==> src/rtl/extclk_cond_pkg.sv <==
package extclk_cond_pkg;

  typedef enum logic [1:0] {
    POL_RISE = 2'd0,
    POL_FALL = 2'd1,
    POL_BOTH = 2'd2,
    POL_BAD  = 2'd3
  } pol_e;

  // stability length in internal cycles for a filter code
  function automatic int unsigned stable_len(input int unsigned code);
    return 32'd1 << code;
  endfunction

  // width of a counter that must reach stable_len(max code) - 1
  function automatic int unsigned len_cnt_w(input int unsigned code_w);
    int unsigned mx;
    mx = stable_len((32'd1 << code_w) - 1);
    return (mx <= 2) ? 1 : $clog2(mx);
  endfunction

endpackage

==> src/rtl/extclk_sync.sv <==
module extclk_sync #(
  parameter int STAGES = 2
) (
  input  logic clk,
  input  logic rst_n,
  input  logic din,
  output logic dout
);
  logic [STAGES-1:0] chain;

  always_ff @(posedge clk) begin
    if (!rst_n) chain[0] <= 1'b0;
    else        chain[0] <= din;
  end

  for (genvar i = 1; i < STAGES; i++) begin : g_stage
    always_ff @(posedge clk) begin
      if (!rst_n) chain[i] <= 1'b0;
      else        chain[i] <= chain[i-1];
    end
  end

  assign dout = chain[STAGES-1];
endmodule

==> src/rtl/extclk_filter.sv <==
module extclk_filter
  import extclk_cond_pkg::*;
#(
  parameter int CODE_W = 2,
  parameter int WARM   = 3
) (
  input  logic              clk,
  input  logic              rst_n,
  input  logic              sync_in,
  input  logic [CODE_W-1:0] code,
  output logic              lvl,
  output logic              primed,
  output logic              accept
);
  localparam int CNT_W = len_cnt_w(CODE_W);
  localparam int WU_W  = $clog2(WARM + 1);

  logic [CNT_W-1:0] cnt;
  logic [WU_W-1:0]  wu;
  logic [CNT_W-1:0] need_m1;
  logic             differs;

  assign need_m1 = CNT_W'(stable_len(32'(code)) - 1);
  assign primed  = (wu == WU_W'(WARM));
  assign differs = (sync_in != lvl);
  assign accept  = primed && differs && (cnt == need_m1);

  always_ff @(posedge clk) begin
    if (!rst_n) begin
      wu  <= '0;
      lvl <= 1'b0;
      cnt <= '0;
    end else if (!primed) begin
      // track the synchronizer while it fills, so no edge is seen later
      wu  <= wu + 1'b1;
      lvl <= sync_in;
      cnt <= '0;
    end else if (!differs) begin
      cnt <= '0;
    end else if (accept) begin
      lvl <= sync_in;
      cnt <= '0;
    end else begin
      cnt <= cnt + 1'b1;
    end
  end

  // with any non-zero code a new level must have been seen twice in a row
  assert_stable_two_R6: assert property (@(posedge clk) disable iff (!rst_n)
    (primed && $past(primed) && code != '0 && lvl != $past(lvl))
      |-> ($past(sync_in) == lvl && $past(sync_in, 2) == lvl));
endmodule

==> src/rtl/extclk_edge.sv <==
module extclk_edge
  import extclk_cond_pkg::*;
(
  input  logic       clk,
  input  logic       rst_n,
  input  logic       lvl,
  input  logic       primed,
  input  logic [1:0] pol,
  output logic       pulse,
  output logic       cfg_err
);
  logic lvl_d;
  logic armed;
  logic rise_ev;
  logic fall_ev;
  logic sel_ev;

  always_ff @(posedge clk) begin
    if (!rst_n) begin
      lvl_d <= 1'b0;
      armed <= 1'b0;
    end else begin
      lvl_d <= lvl;
      armed <= primed;
    end
  end

  assign rise_ev = lvl & ~lvl_d;
  assign fall_ev = ~lvl & lvl_d;

  always_comb begin
    case (pol_e'(pol))
      POL_RISE: sel_ev = rise_ev;
      POL_FALL: sel_ev = fall_ev;
      POL_BOTH: sel_ev = rise_ev | fall_ev;
      default:  sel_ev = 1'b0;
    endcase
  end

  assign cfg_err = (pol == POL_BAD);
  assign pulse   = armed & sel_ev & ~cfg_err;

  assert_no_pulse_bad_R4: assert property (@(posedge clk) disable iff (!rst_n)
    pulse |-> pol != POL_BAD);
  assert_rise_level_R1: assert property (@(posedge clk) disable iff (!rst_n)
    (pulse && pol == POL_RISE) |-> (lvl && !lvl_d));
  assert_fall_level_R2: assert property (@(posedge clk) disable iff (!rst_n)
    (pulse && pol == POL_FALL) |-> (!lvl && lvl_d));
  assert_single_cycle_R8: assert property (@(posedge clk) disable iff (!rst_n)
    (pulse && pol != POL_BOTH) |=> !pulse);
endmodule

==> src/rtl/extclk_cond.sv <==
module extclk_cond
  import extclk_cond_pkg::*;
#(
  parameter int SYNC_STAGES = 2,
  parameter int CODE_W      = 2
) (
  input  logic              clk,
  input  logic              rst_n,
  input  logic              ext_clk_pin,
  input  logic [CODE_W-1:0] flt_code,
  input  logic [1:0]        pol_code,
  output logic              cnt_pulse,
  output logic              cfg_err
);
  localparam int WARM = SYNC_STAGES + 1;

  logic pin_sync;
  logic flt_lvl;
  logic flt_primed;
  logic flt_accept;

  extclk_sync #(.STAGES(SYNC_STAGES)) u_sync (
    .clk  (clk),
    .rst_n(rst_n),
    .din  (ext_clk_pin),
    .dout (pin_sync)
  );

  extclk_filter #(.CODE_W(CODE_W), .WARM(WARM)) u_filter (
    .clk    (clk),
    .rst_n  (rst_n),
    .sync_in(pin_sync),
    .code   (flt_code),
    .lvl    (flt_lvl),
    .primed (flt_primed),
    .accept (flt_accept)
  );

  extclk_edge u_edge (
    .clk    (clk),
    .rst_n  (rst_n),
    .lvl    (flt_lvl),
    .primed (flt_primed),
    .pol    (pol_code),
    .pulse  (cnt_pulse),
    .cfg_err(cfg_err)
  );

  // an accepted change is followed by exactly one pulse for both-edge counting
  assert_accept_pulse_R8: assert property (@(posedge clk) disable iff (!rst_n)
    (flt_accept && $past(flt_primed) && pol_code == 2'd2) |=> cnt_pulse);
endmodule

==> config.mk <==
export PLATFORM = sky130hd
export DESIGN_NAME = extclk_cond
export DESIGN_NICKNAME = d
export VERILOG_FILES = /design/src/rtl/extclk_cond_pkg.sv /design/src/rtl/extclk_sync.sv /design/src/rtl/extclk_filter.sv /design/src/rtl/extclk_edge.sv /design/src/rtl/extclk_cond.sv
export SDC_FILE = /design/constraint.sdc
export NUM_CORES = 1
export LEC_CHECK = 0
export BUFFER_PORTS_ARGS = -buffer_cell sky130_fd_sc_hd__buf_2
export CORE_AREA = 2 2 39 41
export DETAILED_ROUTE_END_ITERATION = 7
export DIE_AREA = 0 0 41 43
export GPL_TIMING_DRIVEN = 0
export PLACE_DENSITY = 0.56
export SETUP_SLACK_MARGIN = 0.2
export SYNTH_ARGS = -nofsm -noshare
export SYNTH_HDL_FRONTEND = slang
export SYNTH_SLANG_ARGS = --single-unit
==> constraint.sdc <==
create_clock -name clk -period 1.39 [get_ports clk]
set_clock_uncertainty 0.1 [all_clocks]
set_input_delay 0.278 -clock clk [delete_from_list [all_inputs] [get_ports clk]]
set_output_delay 0.278 -clock clk [all_outputs]
set_load 0.02 [all_outputs]
Word level (Yosys, flattened, before mapping)

Cells that the tools add are included.

$add $sub $neg: 3
Equal/unequal tests: 8
Shift operators: 1
Multiplexer cells: 4
Bitwise operators: 11
Reductions and logical operators: 5

Operators by type and width:

| operator                                                              | count |
|---|---|
| 2-bit equality test, second input constant                            | 3 |
| 1-bit NOT                                                             | 6 |
| 1-bit AND                                                             | 4 |
| 2-bit != test, second input constant                                  | 2 |
| 4-bit OR reduction                                                    | 1 |
| 3-bit by 1-bit adder with 3-bit output, second input constant         | 1 |
| 3-bit equality test                                                   | 1 |
| 1-bit 2-to-1 mux                                                      | 3 |
| 1-bit one-hot mux with 3 select lines                                 | 1 |
| 1-bit by 2-bit left shift with 3-bit output, first input constant     | 1 |
| 3-bit by 1-bit subtractor with 3-bit output, second input constant    | 1 |
| 2-bit by 1-bit adder with 2-bit output, second input constant         | 1 |
| 2-bit by 1-bit equality test with 1-bit output, second input constant | 1 |
| 1-bit logical AND                                                     | 2 |
| 2-bit logical NOT                                                     | 1 |
| 2-bit AND reduction                                                   | 1 |
| 1-bit != test                                                         | 1 |
| 1-bit bitwise OR                                                      | 1 |

Flip-flop bits (word level): 10
Input port bits: 7
Output and inout bits: 2
Word-level logic and storage cells: 39

Logic depth before layout (Yosys ltp)

Depth in word-level cells: 7
Gate-level depth with buffers: 6
Mapped depth without buffers: 6

Hierarchy

From an unflattened synthesis, not the netlist that was laid out.

Cells, all modules: 47
Area total of the unflattened synthesis: 495.5 um^2

Modules (own cells, without submodules):

| module        | instances | cells an instance | area an instance (um^2) | sequential area each (um^2) |
|---|---|---|---|---|
| extclk_filter | 1         | 30                | 312.8                   | 120.1 |
| extclk_edge   | 1         | 13                | 130.1                   | 40.0 |
| extclk_sync   | 1         | 4                 | 52.6                    | 40.0 |

Least setup slack after synthesis

No wires, ideal clock.

Kind: reg-to-output
From: register u_filter.lvl
To: output port cnt_pulse
Arrival: 1,096 ps
Data required time: 1,012 ps
Setup slack: -84 ps
Cell stages (with the launch flop): 7
Path buffers: 0
Path through: dfxtp_1 > inv_1 > ha_1 > nor2_1 > nand2_1 > o21ai_0 > and2_1

Cells in the longest elaborated chain, start to end: 6
Elaborated cells on any way between the ends: 7
Those cells by class: 1 x mux; 6 x bitwise

RTL lines:

| what                                    | line                | RTL |
|---|---|---|
| start, declared                         | extclk_filter.sv:11 | `output logic lvl,` |
| start signal, assigned                  | extclk_filter.sv:36 | `lvl <= sync_in;` |
| start signal, assigned                  | extclk_filter.sv:41 | `lvl <= sync_in;` |
| 1-bit NOT                               | extclk_edge.sv:29   | `assign fall_ev = ~lvl & lvl_d;` |
| 1-bit AND                               | extclk_edge.sv:29   |  |
| 1-bit bitwise OR                        | extclk_edge.sv:35   | `POL_BOTH: sel_ev = rise_ev \| fall_ev;` |
| 1-bit one-hot mux with 3 select lines * | extclk_edge.sv:32   | `case (pol_e'(pol))` |
| 1-bit AND * (2 in a row)                | extclk_edge.sv:41   | `assign pulse = armed & sel_ev & ~cfg_err;` |
| end, declared                           | extclk_cond.sv:12   | `output logic cnt_pulse,` |

Every way passes the cells marked *; elsewhere a longest branch is shown, timed or not.

Final worst setup path

Ends and elaborated chain as after synthesis.

==> results.tsv <==
stage	metric	value	unit
grt	grt_usage	9.98	%
clock_tree	cts_hold_buf	0	
worst_setup_path	crit_cells	7	
grt	grt_pass1_wl	1120	µm
status	violations	negative setup slack	
power	p_seq_share	48.3	%
worst_hold_path	min_path_type	in -> reg	
worst_setup_path	r2r_cells	6	
worst_setup_path	crit_required	1.01	ns
placed_design	gp_congestion	0.680	
worst_hold_path	min_path_cells	2	
layout	n_fill_cell	140	
worst_setup_path	setup.worst_path.start_class	flip-flop	
power	switchingPower	0.153	mW
synthesis	syn-cell-area	447	µm²
floorplan	die_w	41	µm
power	clockPowerShare	38.5	%
floorplan	start_util	32.3	%
status	status	finished with violations	
synthesis	synth_flop_cell	dfxtp_1	
synthesis	yosysWarnings	0	
layout	final_cells	78	
timing	max_freq	590	MHz
worst_setup_path	worstSetupPathType	reg -> out	
synthesis	yosys_register_bits	10	
routing	vias	362	
timing	setup_viol	1	
floorplan	io_pins	9	
timing	finalCriticalPeriod	1.70	ns
grt	grt_max_degree	8	
worst_setup_path	critPathBufInv	2	
layout	num_antenna_cells	0	
worst_setup_path	cp_top_family	flip-flops	
grt	grt.overflow.total	0	
power	p_per_area	1070	mW/mm²
timing	rsz0062_at_grt	true	
timing	finalHoldViolations	0	
synthesis	synth_top_area_share	44.8	%
clock_tree	cts_tree	built	
routing	drt_iter0_drc	0	
layout	area_growth	40.3	%
floorplan	die-area	0.00176	mm²
layout	layout-drive-gt1-share	41.9	%
synthesis	synth_common_cells	10 x dfxtp_1, 7 x and2_1, 5 x nor2_1	
synthesis	synth.most_common_cell	dfxtp_1	
synthesis	synth_cell_types	15	
power	worst_ir_drop_vdd	0.852	mV
synthesis	synth.net_count	58	
synthesis	yosysTopAreaCell	dfxtp_1	
worst_setup_path	critical_path.endpoint_type	output port	
routing	vias_per_cell	4.64	
layout	postLayoutCoreUtil	45.3	%
power	power	0.672	mW
clock_tree	clock_latency	0.27	ns
grt	first_global_vias	292	
synthesis	netlist_top_cells_area	dfxtp_1 45%, ha_1 11%, and2_1 9.8%	
worst_setup_path	cp_max_fo	2	
worst_setup_path	path_cells	inv_2 > ha_4 > nor2_2 > nand2_1 > o21ai_1 > and2_4 > buf_6	
placed_design	port_buffers	8	
clock_tree	cts_buffers	3	
synthesis	async_flop_share	0	%
floorplan	coreArea	0.00138	mm²
worst_setup_path	critical-path-max-stage-delay	0.34	ns
placed_design	pre_cts_ws	-0.154	ns
routing	postRouteAntennaNets	0	
layout	nets	74	
routing	drc	0	
routing	wl_per_cell	9.10	µm
power	switching_share	22.8	%
timing	finalCritPeriodShare	122	%
run	max_cap_violations	0	
timing	tns	-0.305	ns
placed_design	dp_hpwl	473	µm
power	intPower	0.519	mW
timing	relSlewSlack	85.3	%
clock_tree	htree_num_levels	1	
clock_tree	root_buffer	clkbuf_4	
worst_setup_path	slowest_stage	dfxtp_2	
clock_tree	clockBufferDepth	2	
power	p_leak	0.269	nW
power	pwr-share-comb	13.3	%
worst_setup_path	cp.arrival	1.32	ns
floorplan	die-height	43	µm
clock_tree	clk_pin_slew	0.07	ns
grt	antenna_found_initial	0	
synthesis	avgSynthCellArea	9.50	µm²
synthesis	syn_inst	47	
clock_tree	cts.sinks	10	
timing	worst_slack	-0.305	ns
placed_design	placed_cells	71	
synthesis	synth.yosys.seq_area_share	44.8	%
synthesis	synth_edf_count	0	
timing	tightest_slew	0.219	ns
floorplan	fp-row-count	14	
routing	wirelength	710	µm
timing	drv_slew	0	
routing	drtPass1Iterations	1	
## registers in the layout, summed over array words and instances (netlist names)
| name | cells |
|---|---|
| u_edge.armed | 1 |
| u_edge.lvl_d | 1 |
| u_filter.cnt | 3 |
| u_filter.lvl | 1 |
| u_filter.wu | 2 |
| u_sync.chain | 1 |
| u_sync.dout | 1 |
## worst reg2reg max path: cells and delay by family (launching register included)
kind                   cells  cell delay [ns]
flip-flops                 1             0.33
AND/OR/NAND/NOR            2             0.30
XOR/XNOR                   1             0.14
buffers and inverters      3             0.34
## routing by layer
metal	up-vias	track usage (%)	wire, µm
li1	182	-	-
met1	168	9.77	292
met2	10	15.0	357
met3	2	6.28	50
met4	0	6.00	10
met5	-	0	0
## what timing repair did
item                                    in CTS  in global routing
pin swaps                                    6                  8
endpoints found under the setup margin       4                  5
hold endpoints to repair                     0                  0
buffers inserted                             2                  1
gates resized for setup                      9                  5
## cells by family after synthesis
family | count (synthesis) | synth area share [%]
flops | 10 | 44.8
compound gates | 2 | 3.08
mux | 3 | 6.72
buf+inv | 4 | 3.36
fa+ha+maj | 4 | 11.2
simple gates | 20 | 23.0
xor+xnor | 4 | 7.84
## cells in the final DEF, fill, tap and decap left out, types with 2 or more instances in the layout
master    Yosys  final
buf_6         0      3
buf_2         0      7
nor2_1        5      4
mux2i_1       3      3
dfxtp_2       0      4
inv_1         4      3
ha_4          0      3
xnor2_1       3      3
dfxtp_1      10      6
nand2_1       3      3
nand4_1       2      2
clkbuf_4      0      3
and2_1        7      6
## power by group through the flow
stage | logic [mW] | registers (mW) | clock network [mW]
after floorplan | 0.0524 | 0.322 | 0
after global placement | 0.0704 | 0.323 | 0
after detailed placement | 0.0732 | 0.324 | 0
after CTS | 0.0815 | 0.318 | 0.265
after global routing | 0.102 | 0.327 | 0.283
final | 0.0891 | 0.325 | 0.259
## final timing paths
kind	start	to	slack, ns
max reg2reg	u_filter.lvl	u_filter.cnt[0]	0.11
max	u_filter.lvl	cnt_pulse	-0.31
min	ext_clk_pin	u_sync.chain[0]	0.12
min reg2reg	u_sync.chain[0]	u_sync.dout	0.33
## per-stage QoR
stage / hold slack (ns) / cell area (µm²)
2_1_floorplan: 0.293 / 450
3_3_place_gp: 0.313 / 510
3_5_place_dp: 0.322 / 510
4_1_cts: 0.117 / 601
5_1_grt: 0.116 / 627
6_report: 0.122 / 627
## final cells by class
| cell class | count | area, µm² | area share [%] |
|---|---|---|---|
| inverter | 4 | 15.0 | 2.40 |
| timing repair buffer | 11 | 76.3 | 12.2 |
| multi-input combinational | 33 | 274 | 43.7 |
| clock buffer | 4 | 36.3 | 5.79 |
| sequential | 10 | 205 | 32.7 |
| tap | 16 | 20.0 | 3.19 |
No activity file was read; power rests on OpenSTA's default activity.
